--- config.mk ---
export PLATFORM = sky130hd
export DESIGN_NAME = lw_sram
export DESIGN_NICKNAME = d
export VERILOG_FILES = /design/src/rtl/lw_sram_pkg.sv /design/src/rtl/lw_sram_array.sv /design/src/rtl/lw_burst_seq.sv /design/src/rtl/lw_sram.sv
export SDC_FILE = /design/constraint.sdc
export NUM_CORES = 2
export LEC_CHECK = 0
export ABC_AREA = 1
export ABC_CLOCK_PERIOD_IN_PS = 3500
export BUFFER_PORTS_ARGS = -buffer_cell sky130_fd_sc_hd__buf_4
export CELL_PAD_IN_SITES_DETAIL_PLACEMENT = 1
export CELL_PAD_IN_SITES_GLOBAL_PLACEMENT = 1
export CORE_ASPECT_RATIO = 1.4
export CORE_MARGIN = 2
export CORE_UTILIZATION = 45
export DETAILED_ROUTE_END_ITERATION = 6
export GPL_ROUTABILITY_DRIVEN = 0
export MAX_ROUTING_LAYER = met4
export PLACE_DENSITY_LB_ADDON = 0.2
export SKIP_CTS_REPAIR_TIMING = 1
export SYNTH_ARGS = -nofsm -noshare
export SYNTH_HDL_FRONTEND = slang
export SYNTH_HIERARCHICAL = 1
export SYNTH_SLANG_ARGS = --single-unit
--- constraint.sdc ---
create_clock -name clk -period 3.5 [get_ports clk]
set_clock_uncertainty 0.05 [all_clocks]
set_input_delay 0.35 -clock clk [delete_from_list [all_inputs] [get_ports clk]]
set_output_delay 0.35 -clock clk [all_outputs]
set_load 0.01 [all_outputs]
--- src/rtl/lw_sram_pkg.sv ---
`timescale 1ns/1ps
package lw_sram_pkg;
    parameter int LW_NBYTES = 4;
    parameter int LW_BYTE_W = 9;
    parameter int LW_ADDR_W = 6;
    parameter int LW_BURST  = 4;

    localparam int LW_WORD_W = LW_NBYTES * LW_BYTE_W;
    localparam int LW_BEAT_W = $clog2(LW_BURST);
    localparam int LW_DEPTH  = 1 << LW_ADDR_W;

    typedef logic [LW_WORD_W-1:0] word_t;
    typedef logic [LW_ADDR_W-1:0] addr_t;
    typedef logic [LW_NBYTES-1:0] bmask_t;

    // one access travelling down the command pipeline
    typedef struct packed {
        logic   valid;
        logic   wr;
        addr_t  addr;
        bmask_t be;
    } slot_t;

    function automatic word_t merge_bytes(word_t old_w, word_t new_w, bmask_t be);
        word_t r;
        r = old_w;
        for (int i = 0; i < LW_NBYTES; i++) begin
            if (be[i]) r[i*LW_BYTE_W +: LW_BYTE_W] = new_w[i*LW_BYTE_W +: LW_BYTE_W];
        end
        return r;
    endfunction
endpackage

--- src/rtl/lw_sram_array.sv ---
`timescale 1ns/1ps
module lw_sram_array
    import lw_sram_pkg::*;
(
    input  logic   clk,
    input  logic   wr_en,
    input  addr_t  wr_addr,
    input  bmask_t wr_be,
    input  word_t  wr_data,
    input  addr_t  rd_addr,
    output word_t  rd_data
);
    word_t mem [LW_DEPTH];

    always_ff @(posedge clk) begin
        if (wr_en) mem[wr_addr] <= merge_bytes(mem[wr_addr], wr_data, wr_be);
    end

    assign rd_data = mem[rd_addr];
endmodule

--- src/rtl/lw_burst_seq.sv ---
`timescale 1ns/1ps
module lw_burst_seq
    import lw_sram_pkg::*;
(
    input  logic  clk,
    input  logic  rst_n,
    input  logic  start,
    input  logic  stop,
    input  logic  step,
    input  logic  lin_order,
    input  addr_t start_addr,
    output logic  issue,
    output addr_t issue_addr
);
    typedef struct packed {
        logic                 active;
        addr_t                base;
        logic [LW_BEAT_W-1:0] beat;
    } seq_t;

    seq_t seq_q, seq_d;
    logic [LW_BEAT_W-1:0] beat_nx;

    always_comb begin
        seq_d      = seq_q;
        issue      = 1'b0;
        issue_addr = start_addr;
        beat_nx    = seq_q.beat + 1'b1;
        if (start) begin
            seq_d.active = 1'b1;
            seq_d.base   = start_addr;
            seq_d.beat   = '0;
            issue        = 1'b1;
        end else if (stop) begin
            seq_d.active = 1'b0;
        end else if (step && seq_q.active) begin
            seq_d.beat = beat_nx;
            issue      = 1'b1;
            issue_addr = seq_q.base;
            issue_addr[LW_BEAT_W-1:0] = lin_order ? (seq_q.base[LW_BEAT_W-1:0] + beat_nx)
                                                  : (seq_q.base[LW_BEAT_W-1:0] ^ beat_nx);
        end
    end

    always_ff @(posedge clk or negedge rst_n) begin
        if (!rst_n) seq_q <= '0;
        else        seq_q <= seq_d;
    end

    AST_BASE_HELD: assert property (@(posedge clk) disable iff (!rst_n)
        (seq_q.active && !start) |=> (seq_q.base == $past(seq_q.base)));

    AST_IDLE_NO_ISSUE: assert property (@(posedge clk) disable iff (!rst_n)
        (!seq_q.active && !start) |-> !issue);
endmodule

--- src/rtl/lw_sram.sv ---
`timescale 1ns/1ps
module lw_sram
    import lw_sram_pkg::*;
(
    input  logic                 clk,
    input  logic                 rst_n,
    input  logic                 reg_out_mode,
    input  logic                 seq_linear,
    input  logic                 ce_a,
    input  logic                 ce_b,
    input  logic                 ce_c_n,
    input  logic                 cont_burst,
    input  logic                 wr_n,
    input  logic [LW_NBYTES-1:0] byte_wr_n,
    input  logic [LW_ADDR_W-1:0] addr,
    input  logic [LW_WORD_W-1:0] wdata,
    input  logic                 out_en_n,
    input  logic                 doze,
    output logic [LW_WORD_W-1:0] rdata,
    output logic                 rd_drive
);
    typedef struct packed {
        slot_t s1;
        slot_t s2;
        logic  kind_wr;
        logic  out_vld;
        word_t out_word;
    } core_t;

    core_t core_q, core_d;

    logic   selected, bs_start, bs_stop, bs_step, bs_issue;
    addr_t  bs_addr;
    logic   arr_we, hit_pending, flow_live;
    addr_t  arr_waddr;
    bmask_t arr_be;
    word_t  arr_rd, fwd_word;

    assign selected = ce_a & ce_b & ~ce_c_n;
    assign bs_start = ~doze & ~cont_burst & selected;
    assign bs_stop  = ~doze & ~cont_burst & ~selected;
    assign bs_step  = ~doze & cont_burst;

    lw_burst_seq u_seq (
        .clk        (clk),
        .rst_n      (rst_n),
        .start      (bs_start),
        .stop       (bs_stop),
        .step       (bs_step),
        .lin_order  (seq_linear),
        .start_addr (addr),
        .issue      (bs_issue),
        .issue_addr (bs_addr)
    );

    lw_sram_array u_arr (
        .clk     (clk),
        .wr_en   (arr_we),
        .wr_addr (arr_waddr),
        .wr_be   (arr_be),
        .wr_data (wdata),
        .rd_addr (core_q.s1.addr),
        .rd_data (arr_rd)
    );

    always_comb begin
        core_d         = core_q;
        core_d.kind_wr = bs_start ? ~wr_n : core_q.kind_wr;
        core_d.s1.valid = bs_issue;
        core_d.s1.wr    = core_d.kind_wr;
        core_d.s1.addr  = bs_addr;
        core_d.s1.be    = ~byte_wr_n;
        core_d.s2       = core_q.s1;

        // pipelined: write in stage 2 gets its data this cycle; forward it
        hit_pending = reg_out_mode & core_q.s2.valid & core_q.s2.wr
                    & (core_q.s2.addr == core_q.s1.addr);
        fwd_word    = hit_pending ? merge_bytes(arr_rd, wdata, core_q.s2.be) : arr_rd;

        core_d.out_vld = reg_out_mode & core_q.s1.valid & ~core_q.s1.wr;
        if (core_d.out_vld) core_d.out_word = fwd_word;

        if (reg_out_mode) begin
            arr_we    = core_q.s2.valid & core_q.s2.wr;
            arr_waddr = core_q.s2.addr;
            arr_be    = core_q.s2.be;
        end else begin
            arr_we    = core_q.s1.valid & core_q.s1.wr;
            arr_waddr = core_q.s1.addr;
            arr_be    = core_q.s1.be;
        end

        flow_live = ~reg_out_mode & core_q.s1.valid & ~core_q.s1.wr;
        rd_drive  = (reg_out_mode ? core_q.out_vld : flow_live) & ~out_en_n & ~doze;
        rdata     = rd_drive ? (reg_out_mode ? core_q.out_word : arr_rd) : '0;
    end

    always_ff @(posedge clk or negedge rst_n) begin
        if (!rst_n) core_q <= '0;
        else        core_q <= core_d;
    end

    AST_DESEL_NO_ACCESS: assert property (@(posedge clk) disable iff (!rst_n)
        (!doze && !cont_burst && !(ce_a && ce_b && !ce_c_n)) |=> !core_q.s1.valid);

    AST_DOZE_IGNORES: assert property (@(posedge clk) disable iff (!rst_n)
        doze |=> !core_q.s1.valid);

    AST_PIPE_LATENCY: assert property (@(posedge clk) disable iff (!rst_n)
        (reg_out_mode && core_q.s1.valid && !core_q.s1.wr) |=> core_q.out_vld);

    AST_FLOW_COMMIT: assert property (@(posedge clk) disable iff (!rst_n)
        (!reg_out_mode && core_q.s1.valid && core_q.s1.wr) |-> arr_we);
endmodule

==> flow_summary.ini <==
[pwr]
combPwrFrac_pct = 11.3
seqPwrFrac_pct = 49.9
vdd_drop_max_mv = 0.381
power_mw = 63.2
p_clk_share_pct = 38.8
swShare_pct = 25.2
p_int_mw = 47.3
p_leak_nw = 42.0
cellPowerDensity_mw_per_mm2 = 550
p_sw_mw = 15.9

[placed_design]
numPortBuffers = 93
dp_hpwl_um = 208000

[timing]
maxSlewViolCount = 0
min_period_ps = 4170
setup_viol = 1021
maxSlewHeadroom_pct = 22.7
fin_ws_ps = -670
timing.final.crit_share_pct = 119
grt_setup_unrepaired = true
max_freq_mhz = 240
tns_ps = -140870
tightest_slew_ps = 1160
holdWs_ps = -2.36
hold_viol_final = 2

[critical_path]
cp.required_ps = 3100
r2r_slack_ps = -330
worstSetupStartpoint = core_d[42]
crit_arrival_ps = 3770
endpoint = rdata[20]
r2r-start = core_d[42]
crit_path_frequent_cell = nand3_1
cp-end-kind = output pin
cp_top_family = buffers and inverters
crit_slowest_cell = dfrtp_4
max_stage_delay_ps = 500
critPathKind = register to output pin
cp-start-kind = register
rr_worst_depth = 12
reg2reg_to = u_arr/mem[49][17]
crit_chain = buf_12, clkbuf_16, buf_4, clkbuf_16, nand2_1, nand3_1, nand3_1, nand3_1, nand3_1, nand2_1, nand2_1, nand2_2, inv_1, nor2_1, a21oi_2, buf_4, nor2_1, buf_4
critPathBufInv = 7
cp_max_fo = 26
critical_path_cell_count = 18

[finish]
drive_gt1_share_pct = 13.4
mostFrequentLayoutCell = nand2_1
areaGrowthSynthToFinish_pct = 17.5
layout_common_cells = nand2_1, edfxtp_1, nand3_1
nNetsFinal = 9051

[global_route]
global_route.overflow_total = 0
grt_pass1_wl_um = 487000
grt_max_degree = 97
grt_pass1_vias = 72400
grt_use_total_pct = 30.9
antenna_found_initial = 30

[logic_synthesis]
muxShareOfSynthArea_pct = 0
syn_avg_cell_area_um2 = 11.5
synthTopCellsByArea = edfxtp_1, nand3_1, nand2_1
yosysWarnings = 6
synth.top_cell.area_share_pct = 70.8
synthCells = 8524
yosys.area_share.simple_pct = 23.7
synth_top_family_by_area = simple AND/OR/NAND/NOR gates
yosysTopAreaCell = edfxtp_1
yosysSeqAreaShare_pct = 72.6
yosys.cell_types.count = 31
synthXorXnorAreaFrac_pct = 0.0179
synth_compound_area_share_pct = 0.496
synth_fa_ha_area_share_pct = 0.0128
ys_ff_latch = 2374
syn_area_mm2 = 0.0977
syn-num-nets = 8582

[detailed_routing]
wl_per_cell_um = 29.3
drt_wl_total_um = 353000
postRouteAntennaNets = 0
routed_via_density = 5.96
drtIter0Drc = 8130
first_pass_iters = 6
drc = 0
vias = 71800

[clock_network]
clock_latency_ps = 910
root_buffer = clkbuf_16
clkTransAtPathRegs_ps = 70
htreeDepth = 4
cts_made_buffers = 228
clk_path_buf_depth = 4
cts_sinks = 2374
cts_tree = yes

[floorplanning]
floorplan.initialDensity_pct = 45.2
dieHeight_um = 555
chipWidth_um = 398
die_area_mm2 = 0.221
coreArea_mm2 = 0.216
ios = 94
row_count = 202

[outcome]
violations = hold timing, setup timing
outcome = complete, but fails checks

[run]
drv_cap = 0

[hold_path]
hp-class = input port to register
## cell usage after synthesis
library cell  instances
nand2_1            2886
edfxtp_1           2304
nand3_1            2176
nor2_1              331
buf_2               312
clkbuf_1            121
dfrtp_1              70
buf_1                65
inv_1                65
buf_4                43
o21ai_0              41
a21oi_1              37
buf_6                19
nor3_1               17
inv_2                 8
o21ai_1               8
o21ai_2               4
inv_4                 3
nor2_2                2
clkinv_1              1
ha_1                  1
nand2_2               1
nand2_4               1
nand3_2               1
nand3b_1              1
nor2_4                1
nor2_8                1
o22ai_1               1
o22ai_2               1
xnor2_1               1
xor2_1                1
## layer usage
metal,wire [um],global-route usage (%)
met4,18700,14.6
met1,135000,38.4
met5,0,-
met3,26900,4.34
met2,172000,50.0
## worst min path at each step
stage	cells after the start	end	startpoint	slack, ps
final	1	u_arr/mem[11][8]	wdata[8]	-2
after global routing	1	u_arr/mem[11][8]	wdata[8]	5
after CTS	2	core_d[41]	byte_wr_n[3]	-490
after detailed placement	0	core_q[41]	core_d[41]	330
after global placement	0	core_q[41]	core_d[41]	310
after floorplan	0	core_d[38]	rst_n	4
## stage by stage
step           util [%]  instance area, um^2  std cells  setup WS [ps]
2_1_floorplan         -                97700       8524            501
3_3_place_gp       48.5               105000      11500           -175
3_5_place_dp       48.5               105000      11500           -206
4_1_cts            51.8               112000      11900           -967
5_1_grt            53.1               115000      12000           -786
6_report           53.1               115000      12100           -670
## layout make-up
type                    instances  area [um^2]
diodes                         26         65.1
clock buffers                 276         5910
clock inverters               135         1280
fillers                     22300       101000
inverters                      77          358
multi-input cells            5513        24100
flip-flops and latches       2374        71000
well taps                    2856         3570
repair buffers                796         8540
repair inverters                3         55.1
## flip-flops by register name (all words and copies together), names as in the netlist
register     flops
core_d          11
core_q          50
u_arr/mem     2304
u_seq/seq_q      9
## worst reg2reg max path, delay by kind of cell, from the launching register on
family	cells	cell delay, ps
compound gates	1	220
buf+inv	8	1520
flops	1	440
simple gates	3	1300
## cell families after synthesis
group	after synthesis
and+or+nand+nor	5418
DFF	2374
buffers and inverters	637
AOI/OAI and AO/OA	92
xor gates and xnor gates	2
adders and majority gates	1
## power by group through the flow
stage / Combinational (mW) / Clock (mW) / Sequential [mW]
floorplan: 3.32 / 0 / 32.1
global placement: 6.13 / 0 / 32.1
detailed placement: 6.28 / 0 / 32.1
CTS: 6.32 / 24.8 / 31.5
global route: 7.57 / 25.7 / 31.5
finish: 7.13 / 24.5 / 31.5
(Power assumes the default switching activity.)
